$ cat src/rtl/spi_cmd_pkg.sv
package spi_cmd_pkg;
  localparam logic [3:0] OP_XFER  = 4'd0;
  localparam logic [3:0] OP_CS    = 4'd1;
  localparam logic [3:0] OP_WREG  = 4'd2;
  localparam logic [3:0] OP_MISC  = 4'd3;
  localparam logic [3:0] OP_CSINV = 4'd4;

  localparam logic [3:0] SEL_DIV  = 4'd0;
  localparam logic [3:0] SEL_CFG  = 4'd1;
  localparam logic [3:0] SEL_BITS = 4'd2;

  localparam logic [3:0] MISC_MARK  = 4'd0;
  localparam logic [3:0] MISC_PAUSE = 4'd1;

  localparam int CFG_CPHA = 0;
  localparam int CFG_CPOL = 1;
  localparam int CFG_3W   = 2;
  localparam int CFG_IDLE = 3;

  typedef struct packed {
    logic [3:0] op;
    logic [3:0] a1;
    logic [7:0] a2;
  } instr_t;

  typedef enum logic [1:0] {ST_FETCH, ST_XFER, ST_SLEEP} seq_e;
endpackage

$ cat src/rtl/spi_cmd_tick.sv
module spi_cmd_tick #(
  parameter int DIV_W = 8
) (
  input  logic             clk,
  input  logic             rst,
  input  logic             en,
  input  logic [DIV_W-1:0] div,
  output logic             tick
);
  logic [DIV_W-1:0] cnt_q;

  assign tick = en && (cnt_q == div);

  always_ff @(posedge clk) begin
    if (rst)               cnt_q <= '0;
    else if (!en || tick)  cnt_q <= '0;
    else                   cnt_q <= cnt_q + 1'b1;
  end

  // half-period counter never runs past the divider value
  a_r8_cnt_bound: assert property (@(posedge clk) disable iff (rst)
    en |-> (cnt_q <= div));
endmodule

$ cat src/rtl/spi_cmd_shift.sv
module spi_cmd_shift #(
  parameter int DW = 32,
  parameter int BW = 6
) (
  input  logic          clk,
  input  logic          rst,
  input  logic          tick,
  input  logic          start,
  input  logic          wr,
  input  logic          cpol,
  input  logic          cpha,
  input  logic          idle_lvl,
  input  logic [BW-1:0] nbits,
  input  logic [DW-1:0] txw,
  input  logic          sdi,
  output logic          busy,
  output logic          done,
  output logic          sclk,
  output logic          sdo,
  output logic [DW-1:0] rxw
);
  localparam int EW = BW + 1;

  logic          busy_q, done_q, sclk_q, sdo_q, wr_q, cpha_q;
  logic [DW-1:0] out_q, in_q, rx_q, aligned;
  logic [EW-1:0] edge_q;
  logic [BW-1:0] nb_q;
  logic [BW:0]   shamt;
  logic          lead, last, smp;

  assign shamt   = (BW+1)'(DW) - {1'b0, nbits};
  assign aligned = txw << shamt;
  assign lead    = ~edge_q[0];
  assign last    = (edge_q == ({nb_q, 1'b0} - 1'b1));
  assign smp     = (lead == ~cpha_q);

  always_ff @(posedge clk) begin
    if (rst) begin
      busy_q <= 1'b0; done_q <= 1'b0; sclk_q <= 1'b0; sdo_q <= 1'b0;
      wr_q <= 1'b0; cpha_q <= 1'b0; out_q <= '0; in_q <= '0; rx_q <= '0;
      edge_q <= '0; nb_q <= '0;
    end else begin
      done_q <= 1'b0;
      if (!busy_q) begin
        sclk_q <= cpol;
        if (start) begin
          busy_q <= 1'b1;
          edge_q <= '0;
          nb_q   <= nbits;
          wr_q   <= wr;
          cpha_q <= cpha;
          in_q   <= '0;
          if (!cpha) begin
            sdo_q <= wr ? aligned[DW-1] : idle_lvl;
            out_q <= aligned << 1;
          end else begin
            sdo_q <= idle_lvl;
            out_q <= aligned;
          end
        end else begin
          sdo_q <= idle_lvl;
        end
      end else if (tick) begin
        sclk_q <= ~sclk_q;
        edge_q <= edge_q + 1'b1;
        if (smp) begin
          in_q <= {in_q[DW-2:0], sdi};
        end else if (!last) begin
          sdo_q <= wr_q ? out_q[DW-1] : idle_lvl;
          out_q <= out_q << 1;
        end
        if (last) begin
          busy_q <= 1'b0;
          done_q <= 1'b1;
          rx_q   <= cpha_q ? {in_q[DW-2:0], sdi} : in_q;
        end
      end
    end
  end

  assign busy = busy_q;
  assign done = done_q;
  assign sclk = sclk_q;
  assign sdo  = sdo_q;
  assign rxw  = rx_q;

  // edge index stays inside the 2*length window of the word
  a_r6_edge_bound: assert property (@(posedge clk) disable iff (rst)
    busy_q |-> (edge_q < {nb_q, 1'b0}));
  // after the last edge the clock is back at its resting level
  a_r6_idle_restore: assert property (@(posedge clk) disable iff (rst)
    done_q |-> (sclk_q == cpol));
endmodule

$ cat src/rtl/spi_cmd_engine.sv
module spi_cmd_engine
  import spi_cmd_pkg::*;
#(
  parameter int NCS   = 8,
  parameter int DW    = 32,
  parameter int DIV_W = 8
) (
  input  logic           clk,
  input  logic           rst,
  input  logic           cmd_valid,
  output logic           cmd_ready,
  input  logic [15:0]    cmd_data,
  input  logic           tx_valid,
  output logic           tx_ready,
  input  logic [DW-1:0]  tx_data,
  output logic           rx_valid,
  input  logic           rx_ready,
  output logic [DW-1:0]  rx_data,
  output logic           sync_pulse,
  output logic [7:0]     sync_id,
  output logic           sclk,
  output logic           sdo,
  output logic           sdo_oe,
  input  logic           sdi,
  output logic [NCS-1:0] cs_n
);
  localparam int BW = $clog2(DW + 1);

  instr_t            ins;
  seq_e              st_q;
  logic              accept, start, tick, tick_en;
  logic              sh_busy, sh_done;
  logic [DW-1:0]     sh_rx;
  logic [DIV_W-1:0]  div_q;
  logic [3:0]        cfg_q;
  logic [BW-1:0]     nbits_q;
  logic [NCS-1:0]    inv_q, cs_q;
  logic [7:0]        sid_q, left_q, slp_left_q;
  logic              syncp_q, xwr_q, xrd_q, xdone_q, rxv_q, oe_q, slp_half_q;
  logic [DW-1:0]     rxd_q;

  assign ins       = cmd_data;
  assign cmd_ready = (st_q == ST_FETCH);
  assign accept    = cmd_valid && cmd_ready;
  assign start     = (st_q == ST_XFER) && !sh_busy && !sh_done && !rxv_q &&
                     !xdone_q && (!xwr_q || tx_valid);
  assign tx_ready  = start && xwr_q;
  assign tick_en   = sh_busy || (st_q == ST_SLEEP);

  spi_cmd_tick #(.DIV_W(DIV_W)) u_tick (
    .clk(clk), .rst(rst), .en(tick_en), .div(div_q), .tick(tick)
  );

  spi_cmd_shift #(.DW(DW), .BW(BW)) u_shift (
    .clk(clk), .rst(rst), .tick(tick), .start(start), .wr(xwr_q),
    .cpol(cfg_q[CFG_CPOL]), .cpha(cfg_q[CFG_CPHA]), .idle_lvl(cfg_q[CFG_IDLE]),
    .nbits(nbits_q), .txw(tx_data), .sdi(sdi),
    .busy(sh_busy), .done(sh_done), .sclk(sclk), .sdo(sdo), .rxw(sh_rx)
  );

  always_ff @(posedge clk) begin
    if (rst) begin
      st_q <= ST_FETCH; div_q <= '0; cfg_q <= '0; nbits_q <= BW'(8);
      inv_q <= '0; cs_q <= '1; sid_q <= '0; syncp_q <= 1'b0;
      xwr_q <= 1'b0; xrd_q <= 1'b0; left_q <= '0; xdone_q <= 1'b0;
      rxv_q <= 1'b0; rxd_q <= '0; oe_q <= 1'b1;
      slp_left_q <= '0; slp_half_q <= 1'b0;
    end else begin
      syncp_q <= 1'b0;
      if (rxv_q && rx_ready) rxv_q <= 1'b0;
      case (st_q)
        ST_FETCH: begin
          if (accept) begin
            case (ins.op)
              OP_XFER: begin
                xwr_q   <= ins.a1[0];
                xrd_q   <= ins.a1[1];
                left_q  <= ins.a2;
                xdone_q <= 1'b0;
                oe_q    <= !(cfg_q[CFG_3W] && !ins.a1[0]);
                st_q    <= ST_XFER;
              end
              OP_CS:    cs_q  <= ins.a2[NCS-1:0] ^ inv_q;
              OP_CSINV: inv_q <= ins.a2[NCS-1:0];
              OP_WREG: begin
                case (ins.a1)
                  SEL_DIV:  div_q <= DIV_W'(ins.a2);
                  SEL_CFG:  cfg_q <= ins.a2[3:0];
                  SEL_BITS: if (ins.a2 >= 8'd1 && ins.a2 <= 8'(DW))
                              nbits_q <= BW'(ins.a2);
                  default: ;
                endcase
              end
              OP_MISC: begin
                if (ins.a1 == MISC_MARK) begin
                  sid_q   <= ins.a2;
                  syncp_q <= 1'b1;
                end else if (ins.a1 == MISC_PAUSE) begin
                  slp_left_q <= ins.a2;
                  slp_half_q <= 1'b0;
                  st_q       <= ST_SLEEP;
                end
              end
              default: ;
            endcase
          end
        end
        ST_XFER: begin
          if (sh_done) begin
            if (xrd_q) begin
              rxv_q <= 1'b1;
              rxd_q <= sh_rx;
            end
            if (left_q == 8'd0) xdone_q <= 1'b1;
            else                left_q  <= left_q - 1'b1;
          end else if (xdone_q && !rxv_q) begin
            st_q <= ST_FETCH;
            oe_q <= 1'b1;
          end
        end
        ST_SLEEP: begin
          if (tick) begin
            slp_half_q <= ~slp_half_q;
            if (slp_half_q) begin
              if (slp_left_q == 8'd0) st_q <= ST_FETCH;
              else                    slp_left_q <= slp_left_q - 1'b1;
            end
          end
        end
        default: st_q <= ST_FETCH;
      endcase
    end
  end

  assign cs_n       = cs_q;
  assign sync_id    = sid_q;
  assign sync_pulse = syncp_q;
  assign rx_valid   = rxv_q;
  assign rx_data    = rxd_q;
  assign sdo_oe     = oe_q;

  // the lines only move when an assert instruction was taken
  a_r4_cs_only_on_assert: assert property (@(posedge clk) disable iff (rst)
    !$stable(cs_q) |-> $past(accept && ins.op == OP_CS));
  // every marker pulse traces back to an accepted sync instruction
  a_r9_mark_cause: assert property (@(posedge clk) disable iff (rst)
    syncp_q |-> $past(accept && ins.op == OP_MISC && ins.a1 == MISC_MARK));
  // an unaccepted received word is held steady
  a_r11_rx_hold: assert property (@(posedge clk) disable iff (rst)
    (rxv_q && !rx_ready) |=> (rxv_q && $stable(rxd_q)));
  // no word starts while the transmit stream is empty
  a_r10_tx_gate: assert property (@(posedge clk) disable iff (rst)
    (st_q == ST_XFER && xwr_q && !tx_valid && !sh_busy) |=> !sh_busy);
  // the data pin is released only inside a three-wire transfer
  a_r12_oe_scope: assert property (@(posedge clk) disable iff (rst)
    !oe_q |-> (st_q == ST_XFER && cfg_q[CFG_3W]));
endmodule

$ cat config.mk
export PLATFORM = sky130hd
export DESIGN_NAME = spi_cmd_engine
export DESIGN_NICKNAME = d
export VERILOG_FILES = /design/src/rtl/spi_cmd_pkg.sv /design/src/rtl/spi_cmd_tick.sv /design/src/rtl/spi_cmd_shift.sv /design/src/rtl/spi_cmd_engine.sv
export SDC_FILE = /design/constraint.sdc
export NUM_CORES = 1
export LEC_CHECK = 0
export ABC_AREA = 1
export BUFFER_PORTS_ARGS = -buffer_cell sky130_fd_sc_hd__buf_2
export CORE_UTILIZATION = 65
export CTS_CLUSTER_DIAMETER = 100
export CTS_CLUSTER_SIZE = 25
export DETAILED_ROUTE_END_ITERATION = 8
export PLACE_DENSITY_LB_ADDON = 0.05
export SLEW_MARGIN = 20
export SYNTH_ARGS = -nofsm -noshare
export SYNTH_HDL_FRONTEND = slang
export SYNTH_HIERARCHICAL = 1
export SYNTH_SLANG_ARGS = --single-unit
$ cat constraint.sdc
create_clock -name clk -period 3.8 [get_ports clk]
set_input_delay 0.76 -clock clk [delete_from_list [all_inputs] [get_ports clk]]
set_output_delay 0.76 -clock clk [all_outputs]
set_load 0.02 [all_outputs]
==> reports/metrics.cfg, run 1 <==
[timing]
hold_violations=0
rsz0062_at_grt=false
hold-worst-slack_ps=473.7
fin_crit_sh_pct=78.02
fin_skew_ps=15.14
fmax_mhz=337.3
setup_viol=0
fin_crit_ps=2965
relSlewSlack_pct=34.00
tightest_slew_ps=988.9
finalMaxSlewViolations=0
fin_setup_tns_ps=0
fin_ws_ps=835.1

[global_routing]
antenna_found_initial=0
grt_max_degree=66
first_global_vias=11150
grt_remaining_overflow=0
grt_usage_pct=31.97
grt_pass1_wl_mm=52.01

[logic_synthesis]
synth_edf_count=0
synthCells=1820
syn-num-nets=1882
synthesis.area_um2=12030
synthDominantCellAreaShare_pct=36.95
ys_warn_count=6
yosysTopAreaCell=dfxtp_1
synth_cell_types=42
syn_avg_cell_area_um2=6.608
yosysSeqAreaShare_pct=36.95
synth-seq-cells=222
synth_flop_cell=dfxtp_1
synthArstFlopShare_pct=0
ys_top_cells_by_area=dfxtp_1 (37%), nand3_1 (14%), nand2_1 (11%), nor2_1 (6.7%), inv_1 (4.5%)

[layout]
final_area_um2=12890
syn2layout_area_growth_pct=7.179
final_nets=1914
drive_gt1_share_pct=10.36
n_antenna_cell=0

[route]
routed_wl_mm=30.52
drt-pass1-iter-count=6
vias=12110
wl_per_cell_um=14.66
drt_iter0_markers=1100
drc=0
ant_nets=0
vias_per_cell=5.818

[pwr]
internal_power_mw=3.170
leakagePower_nw=5.740
power.density_nw_per_um2=328.0
ir_drop_v=0.0004000
sw_frac_of_total_pct=25.03
seqPwrFrac_pct=56.9
combPwrFrac_pct=10.9
power_frac_clock_pct=32.2
power_switching_mw=1.058

[die]
rows=49
start_util_pct=66.72
fp.dieW_um=138.0
coreArea_um2=18020
io_pins=109
die_y_um=138.0
die-area_um2=19050

[clock_tree]
postCtsHoldBufs=0
cts_htree_levels=1
cts.sinks=222
cts_resized=0
cts_made_buffers=12
clockBufferDepth=3
clkTransAtPathRegs_ps=100
ctsRootBufferMaster=clkbuf_16
cts_setup_buffers=0
clk_latency_ps=470
tritoncts=built

[place]
dp.final_hpwl_mm=20.90
pre_cts_ws_ps=932.0
gp_congestion=0.9590
place_area_um2=12550
io_buffers=108

[worst_hold_path]
hold_class=reg -> reg

[setup_path]
worst_setup_path_start_kind=register
required_ps=4180
criticalPathCategory=reg -> reg
cp.arrival_ps=3340
cpMostUsedCell=inv_1
timing.critical_path.cells=inv_2 > nor2_2 > or2_2 > inv_1 > nor2_1 > nand2_1 > inv_1 > nor2_1 > inv_1 > nand2_2 > buf_12 > a211oi_1
slowest_delay_ps=450
cp-end-kind=register
crit_slowest_cell=nor2_2
crit_fanout=63

[status]
outcome=complete, no violations

[job]
maxCapViolations=0

-- final timing paths --
kind              startpoint              end  slack [ps]  cells past startpoint
max reg2reg          st_q[1]  u_shift/in_q[7]         840                     12
max                  st_q[1]  u_shift/in_q[7]         840                     12
min          u_shift/rxw[21]  u_shift/rxw[21]         470                      2
min reg2reg  u_shift/rxw[21]  u_shift/rxw[21]         470                      2
-- final cells by class --
class | instances | area, um^2
repair buffers | 129 | 710.7
well taps | 229 | 286.5
multi-input cells | 1330 | 6514
flip-flops and latches | 222 | 4447
fillers | 1611 | 5135
inverters | 157 | 589.3
clock buffers | 15 | 342.8
-- through the flow --
stage               instances  utilization, %  power [mW]
floorplan                1820               -       2.783
global placement         2067           69.61       2.902
detailed placement       2067           69.61       2.911
CTS                      2082           71.51       4.253
global route             2082           71.51       4.401
finish                   2082           71.51       4.228
-- critical path, delay by kind of cell (launching register included) --
kind / cells / cell delay, ps
simple gates: 6 / 1430
buf+inv: 5 / 710
flops: 1 / 440
compound gates: 1 / 270
-- cell usage after synthesis (15+ instances only) --
| cell | count |
|---|---|
| o21ai_0 | 101 |
| a211oi_1 | 32 |
| clkbuf_1 | 69 |
| a21oi_1 | 107 |
| nand3_1 | 344 |
| dfxtp_1 | 222 |
| nor2_1 | 215 |
| inv_1 | 145 |
| xnor2_1 | 15 |
| nand4_1 | 27 |
| buf_2 | 21 |
| o21a_1 | 21 |
| o211ai_1 | 42 |
| nand2_1 | 355 |
-- state kept, by name (all words and copies together), names as in the netlist, 2 cells and up --
| register | cells |
|---|---|
| u_shift/in_q | 32 |
| u_shift/out_q | 32 |
| slp_left_q | 8 |
| rx_data | 32 |
| nbits_q | 6 |
| inv_q | 8 |
| cfg_q | 4 |
| cs_n | 8 |
| st_q | 2 |
| u_shift/nb_q | 6 |
| u_shift/rxw | 32 |
| u_tick/cnt_q | 8 |
| u_shift/edge_q | 7 |
| div_q | 8 |
| left_q | 8 |
| sync_id | 8 |
-- power by group through the flow --
| stage | clock (mW) | sequential, mW | combinational [mW] |
|---|---|---|---|
| final | 1.36 | 2.41 | 0.463 |
| after global routing | 1.47 | 2.41 | 0.523 |
| after CTS | 1.39 | 2.40 | 0.457 |
| after detailed placement | 0 | 2.46 | 0.453 |
| after global placement | 0 | 2.46 | 0.446 |
| after floorplan | 0 | 2.45 | 0.329 |
-- layer usage --
metal	vias up	global-route usage, %	share of wire [%]
met2	450	53.55	47
met1	5464	42.38	44
met5	-	0	0
li1	6125	-	-
met4	0	11.97	3.0
met3	74	3.568	6.1
-- cell usage in the layout, fill, tap and decap left out, drive strengths merged --
cell    instances
a211oi         32
xor2           11
clkbuf         15
and3            1
ha              8
or2             6
nor3            5
o21a           21
clkinv          1
nor2          230
a21oi         108
xnor2          15
a311oi          1
inv           156
nand3         349
o22ai           1
dfxtp         222
o21ai         106
nand4          28
buf           129
a221oi          1
o31ai           1
nand3b          2
nor4            1
o211ai         42
a22oi           1
nand2         360
-- logic make-up (layout without fill, tap and decap cells) --
family,count (synthesis),count (layout),synth area share (%)
AO/OA/AOI/OAI,314,314,15.19
flip-flops,222,222,36.95
AND/OR/NAND/NOR,982,982,36.14
buffers and inverters,268,301,8.989
XOR/XNOR,26,26,1.893
adder cells (fa/ha/maj),8,8,0.8323
No activity file was read; power rests on OpenSTA's default activity.
==> inputs of run 2 (changes only) <==
--- a/config.mk
+++ b/config.mk
@@ -7,7 +7,7 @@
 export LEC_CHECK = 0
 export ABC_AREA = 1
 export BUFFER_PORTS_ARGS = -buffer_cell sky130_fd_sc_hd__buf_2
-export CORE_UTILIZATION = 65
+export CORE_UTILIZATION = 54
 export CTS_CLUSTER_DIAMETER = 100
 export CTS_CLUSTER_SIZE = 25
 export DETAILED_ROUTE_END_ITERATION = 8
==> constraint.sdc (replaced) <==
create_clock -name clk -period 2.7 [get_ports clk]
set_input_delay 0.54 -clock clk [delete_from_list [all_inputs] [get_ports clk]]
set_output_delay 0.54 -clock clk [all_outputs]
set_load 0.02 [all_outputs]
==> run 2 against run 1 <==
Effect of this change:
- register-to-register slack worse by 610 ps
- core utilization is 11 points lower
- total power is 41% higher
- highest routed layer unchanged
==> reports/metrics.cfg, run 2 (synthesized netlist as in run 1, its figures left out) <==
[die]
coreArea_um2=21820  ; +21%
start_util_pct=55.11  ; -12 points
die_y_um=151.2  ; +9.6%
rows=54  ; +10%
fp.dieW_um=151.2  ; +9.6%
die-area_um2=22870  ; +20%
io_pins=109  ; unchanged

[timing]
fin_skew_ps=24.32  ; +9.180 ps
rsz0062_at_grt=false
fmax_mhz=404.7  ; +20%
hold-worst-slack_ps=387.1  ; -86.56 ps
fin_setup_tns_ps=0  ; unchanged
fin_crit_ps=2471  ; -493.8 ps
fin_crit_sh_pct=91.52  ; +14 points
tightest_slew_ps=1107  ; +117.6 ps
hold_violations=0  ; unchanged
finalMaxSlewViolations=0  ; unchanged
setup_viol=0  ; unchanged
relSlewSlack_pct=25.96  ; -8.0 points

[clock_tree]
cts_made_buffers=12  ; unchanged
clk_latency_ps=480  ; about the same
cts_resized=0  ; unchanged
cts_setup_buffers=0  ; unchanged
postCtsHoldBufs=0  ; unchanged
tritoncts=built
ctsRootBufferMaster=clkbuf_16
clockBufferDepth=3  ; unchanged
cts_htree_levels=1  ; unchanged
cts.sinks=222  ; unchanged
clkTransAtPathRegs_ps=90  ; about the same

[pwr]
leakagePower_nw=5.809  ; +1.2%
sw_frac_of_total_pct=25.25  ; +0.22 points
power.density_nw_per_um2=454.7  ; +39%
seqPwrFrac_pct=56.8  ; about the same
combPwrFrac_pct=11.1  ; +0.2 points
ir_drop_v=0.0003264  ; -18%
power_frac_clock_pct=32.1  ; about the same
internal_power_mw=4.454  ; +41%
power_switching_mw=1.505  ; +42%

[layout]
syn2layout_area_growth_pct=8.957
fin_util_pct=60.04  ; -11 points
final_nets=1927  ; +0.68%
final_cell_mix=nand2_1 (354), nand3_1 (344), dfxtp_1 (220)
n_antenna_cell=0  ; unchanged
layout_commonest_cell=nand2_1
drive_gt1_share_pct=11.03  ; +0.67 points

[route]
drt_iter0_markers=1095  ; -0.45%
ant_nets=0  ; unchanged
vias_per_cell=5.580  ; -4.1%
drt-pass1-iter-count=7  ; +1
vias=11980  ; -1.1%
drc=0  ; unchanged
wl_per_cell_um=14.64  ; -0.14%
routed_wl_mm=31.43  ; +3.0%

[global_routing]
grt_remaining_overflow=0  ; unchanged
first_global_vias=10610  ; -4.8%
antenna_found_initial=0  ; unchanged
grt_pass1_wl_mm=51.33  ; -1.3%
grt_max_degree=66  ; unchanged
grt_usage_pct=27.38  ; -4.6 points

[setup_path]
crit_fanout=16  ; -75%
cp-end-kind=register
criticalPathCategory=reg -> reg
worst_setup_path_start_kind=register
cp.arrival_ps=2890  ; -450 ps
required_ps=3120  ; -1060 ps

[status]
outcome=complete, no violations

[place]
gp_congestion=0.9260  ; -3.4%
io_buffers=108  ; unchanged
dp.final_hpwl_mm=21.72  ; +3.9%

[worst_hold_path]
hold_class=in -> reg

[job]
maxCapViolations=0  ; unchanged

run 2: changes by cell type in the layout (fill, tap and decap cells not counted), moves of 2 or more:
cell | before | now
buf_12 | 1 | 4
clkbuf_1 | 1 | 3
buf_6 | 0 | 2
buf_4 | 20 | 27
run 2: critical path, cell delays in order, from the launching register on:
cell and delay [ps]:
dfxtp_1 360, inv_1 90, ha_1 320, a21oi_2 130, nand4_1 90, nor2_1 90, nand3_1 60, or2_1 270
or2_1 340, nor2_4 410, o211ai_1 180, nand2_1 90
run 2: path summary, 6_finish.rpt:
check                                      from               to  slack, ps  cells past startpoint
worst max-delay path            u_shift/nb_q[0]  u_shift/rxw[26]        230                     11
worst max register to register  u_shift/nb_q[0]  u_shift/rxw[26]        230                     11
worst min register to register  u_shift/rxw[21]  u_shift/rxw[21]        470                      2
worst min-delay path                        sdi   u_shift/rxw[0]        390                      5
run 2: final cells by class:
| class | count | area, um^2 |
|---|---|---|
| well taps | 280 | 350.3 |
| multi-input cells | 1331 | 6535 |
| flip-flops and latches | 222 | 4447 |
| inverters | 157 | 589.3 |
| repair buffers | 141 | 845.8 |
| clock buffers | 16 | 336.6 |
| fillers | 2211 | 8720 |
run 2: power by group through the flow:
stage | sequential, mW | combinational, mW | clock (mW)
after detailed placement | 3.46 | 0.655 | 0
after global routing | 3.40 | 0.748 | 2.08
after floorplan | 3.45 | 0.463 | 0
after CTS | 3.38 | 0.659 | 1.98
final | 3.39 | 0.663 | 1.91
after global placement | 3.46 | 0.649 | 0
run 2: metrics by stage:
stage                     cell area, um^2  worst slack (ps)  cells  total power, mW
after floorplan                     12030             299.8   1820            3.916
after CTS                           13080             215.5   2146            6.022
after global routing                13100             15.50   2147            6.227
after detailed placement            12740             233.0   2130            4.116
final                               13100             228.8   2147            5.959
after global placement              12740             186.7   2130            4.107
run 2: layer usage:
layer  up-vias  GRT usage, %  wire (um)
met5         -             0          0
met4         0         8.750        807
met3        61         2.500       1551
met2       368         44.93      14320
met1      5413         37.66      14750
li1       6139             -          -
==> inputs of run 3 (changes only) <==
==> constraint.sdc (replaced) <==
create_clock -name clk -period 2.25 [get_ports clk]
set_input_delay 0.45 -clock clk [delete_from_list [all_inputs] [get_ports clk]]
set_output_delay 0.45 -clock clk [all_outputs]
set_load 0.02 [all_outputs]
==> run 3 against run 2 <==
Effect of this change:
- clock skew is 6.8 ps lower
- total power increased by 22%
- design area increased by 7.8%
- count of clock-buffer cells in the layout is 1 lower
- largest cell class unchanged
- largest power group unchanged
- highest routed layer unchanged
==> reports/metrics.cfg, run 3 (synthesized netlist as in run 1, its figures left out) <==
[global_routing]
grt_remaining_overflow=0  ; unchanged
grt_usage_pct=27.44  ; +0.051 points
antenna_found_initial=1  ; +1
grt_pass1_wl_mm=51.47  ; +0.27%
first_global_vias=10780  ; +1.6%
grt_max_degree=66  ; unchanged

[die]
rows=54  ; unchanged
coreArea_um2=21820  ; unchanged
die_y_um=151.2  ; unchanged
die-area_um2=22870  ; unchanged
io_pins=109  ; unchanged
start_util_pct=55.11  ; unchanged
fp.dieW_um=151.2  ; unchanged

[setup_path]
timing.critical_path.cells=buf_4 > nor2_1 > nand2_1 > xor2_1 > o211ai_1 > or2_4 > or2_4 > nor2_8 > clkbuf_16 > o211ai_1 > nand2_1
crit_slowest_cell=dfxtp_2
cp.arrival_ps=2650  ; -240 ps
criticalPathCategory=reg -> reg
required_ps=2680  ; -440 ps
cp-end-kind=register
worst_setup_path_start_kind=register
slowest_delay_ps=330  ; -80 ps
crit_fanout=5  ; -11

[pwr]
leakagePower_nw=6.261  ; +7.8%
ir_drop_v=0.0003997  ; +22%
power.density_nw_per_um2=516.5  ; +14%

[timing]
tightest_slew_ps=604.1  ; -502.4 ps
hold_violations=0  ; unchanged
fin_skew_ps=17.49  ; -6.828 ps
fin_crit_sh_pct=98.93  ; +7.4 points
rsz0062_at_grt=true
finalMaxSlewViolations=0  ; unchanged
fin_crit_ps=2226  ; -245.1 ps
fin_ws_ps=23.99  ; -204.9 ps
relSlewSlack_pct=59.72  ; +34 points
setup_viol=0  ; unchanged
fmax_mhz=449.2  ; +11%
hold-worst-slack_ps=276.8  ; -110.4 ps

[worst_hold_path]
hold_class=in -> reg

[clock_tree]
cts.sinks=222  ; unchanged
clockBufferDepth=3  ; unchanged
cts_htree_levels=1  ; unchanged
ctsRootBufferMaster=clkbuf_16
clk_latency_ps=490  ; about the same
cts_made_buffers=12  ; unchanged
tritoncts=built
clkTransAtPathRegs_ps=110  ; +20 ps

[route]
routed_wl_mm=32.96  ; +4.9%
drt-pass1-iter-count=6  ; -1
vias=12260  ; +2.3%
drc=0  ; unchanged
drt_iter0_markers=963  ; -12%
ant_nets=0  ; unchanged
wl_per_cell_um=15.05  ; +2.8%
vias_per_cell=5.596  ; +0.28%

[layout]
final_cell_mix=nand2_1 (341), nand3_1 (291), dfxtp_1 (215)
final_area_um2=14130  ; +7.8%
final_nets=1970  ; +2.2%
syn2layout_area_growth_pct=17.47
multi_input_area_um2=6898  ; +5.6%
layout_commonest_cell=nand2_1
drive_gt1_share_pct=17.55  ; +6.5 points
final_cells=2190  ; +2.0%
seqCellArea_um2=4453  ; +0.14%
fillCellCount=2119  ; -4.2%

[job]
maxCapViolations=0  ; unchanged

[place]
dp.final_hpwl_mm=21.81  ; +0.43%
place_area_um2=13060  ; +2.5%
gp_congestion=0.9173  ; -0.94%
io_buffers=108  ; unchanged
pre_cts_ws_ps=15.92  ; -217.1 ps
place_inst=2155  ; +1.2%

[status]
outcome=complete, no violations

## run 3: cell types whose count changed in the layout (fill, tap and decap cells not counted), moves of 5 or more
cell | previous run | this run
nand2_2 | 4 | 15
nand2_1 | 354 | 341
buf_4 | 27 | 48
buf_12 | 4 | 14
dfxtp_1 | 220 | 215
nand3_1 | 344 | 291
nand3_2 | 5 | 56
dfxtp_2 | 2 | 7
clkbuf_16 | 13 | 22
## run 3: routing by layer
| metal | track usage [%] | vias to the layer above | wire (um) |
|---|---|---|---|
| met2 | 46.69 | 354 | 15530 |
| met3 | 2.590 | 53 | 1635 |
| met5 | 0 | - | 0 |
| met1 | 36.48 | 5608 | 15000 |
| li1 | - | 6240 | - |
| met4 | 8.350 | 0 | 793 |
## run 3: power by group
group	internal, mW	total [mW]	leakage (nW)	switching, mW
Combinational	0.323	0.872	4.30	0.548
Sequential	4.01	4.06	1.80	0.0518
Clock	1.08	2.36	0.169	1.28
Total	5.41	7.30	6.26	1.88
## run 3: worst max-delay path: cells and delay by family, from the launching register on
family	cells	cell delay, ps
simple gates	6	1090
xor+xnor	1	220
buf+inv	2	320
flops	1	330
compound gates	2	210
## run 3: path summary, 6_finish.rpt
path	startpoint	endpoint	slack [ps]	cells after the start
max reg2reg	u_shift/nb_q[0]	u_shift/rxw[10]	20	11
min	rx_ready	rx_valid	280	4
max	u_shift/nb_q[0]	u_shift/rxw[10]	20	11
min reg2reg	u_shift/rxw[28]	u_shift/rxw[28]	460	2
## run 3: area by class of cell
type | instances | area share [%]
Antenna cell | 1 | 0.01771
Tap cell | 280 | 2.480
Timing Repair Buffer | 185 | 10.49
Inverter | 157 | 4.242
Sequential cell | 222 | 31.52
Clock buffer | 15 | 2.427
Multi-Input combinational cell | 1330 | 48.83
## run 3: per-stage QoR
| step | utilization, % | power (mW) | TNS [ps] |
|---|---|---|---|
| 2_1_floorplan | - | 4.701 | -568.1 |
| 3_3_place_gp | 59.82 | 4.942 | 0 |
| 3_5_place_dp | 59.82 | 4.953 | 0 |
| 4_1_cts | 61.43 | 7.303 | 0 |
| 5_1_grt | 64.73 | 7.606 | -3987 |
| 6_report | 64.73 | 7.296 | 0 |
## run 3: what timing repair did
item / in CTS / in global routing
endpoints found under the hold margin: 0 / 0
pin swaps: 0 / 19
buffers inserted: 0 / 8
endpoints found under the setup margin: 8 / 104
gates resized for setup: 3 / 103
hold buffers: 0 / 0
cloned: 0 / 11
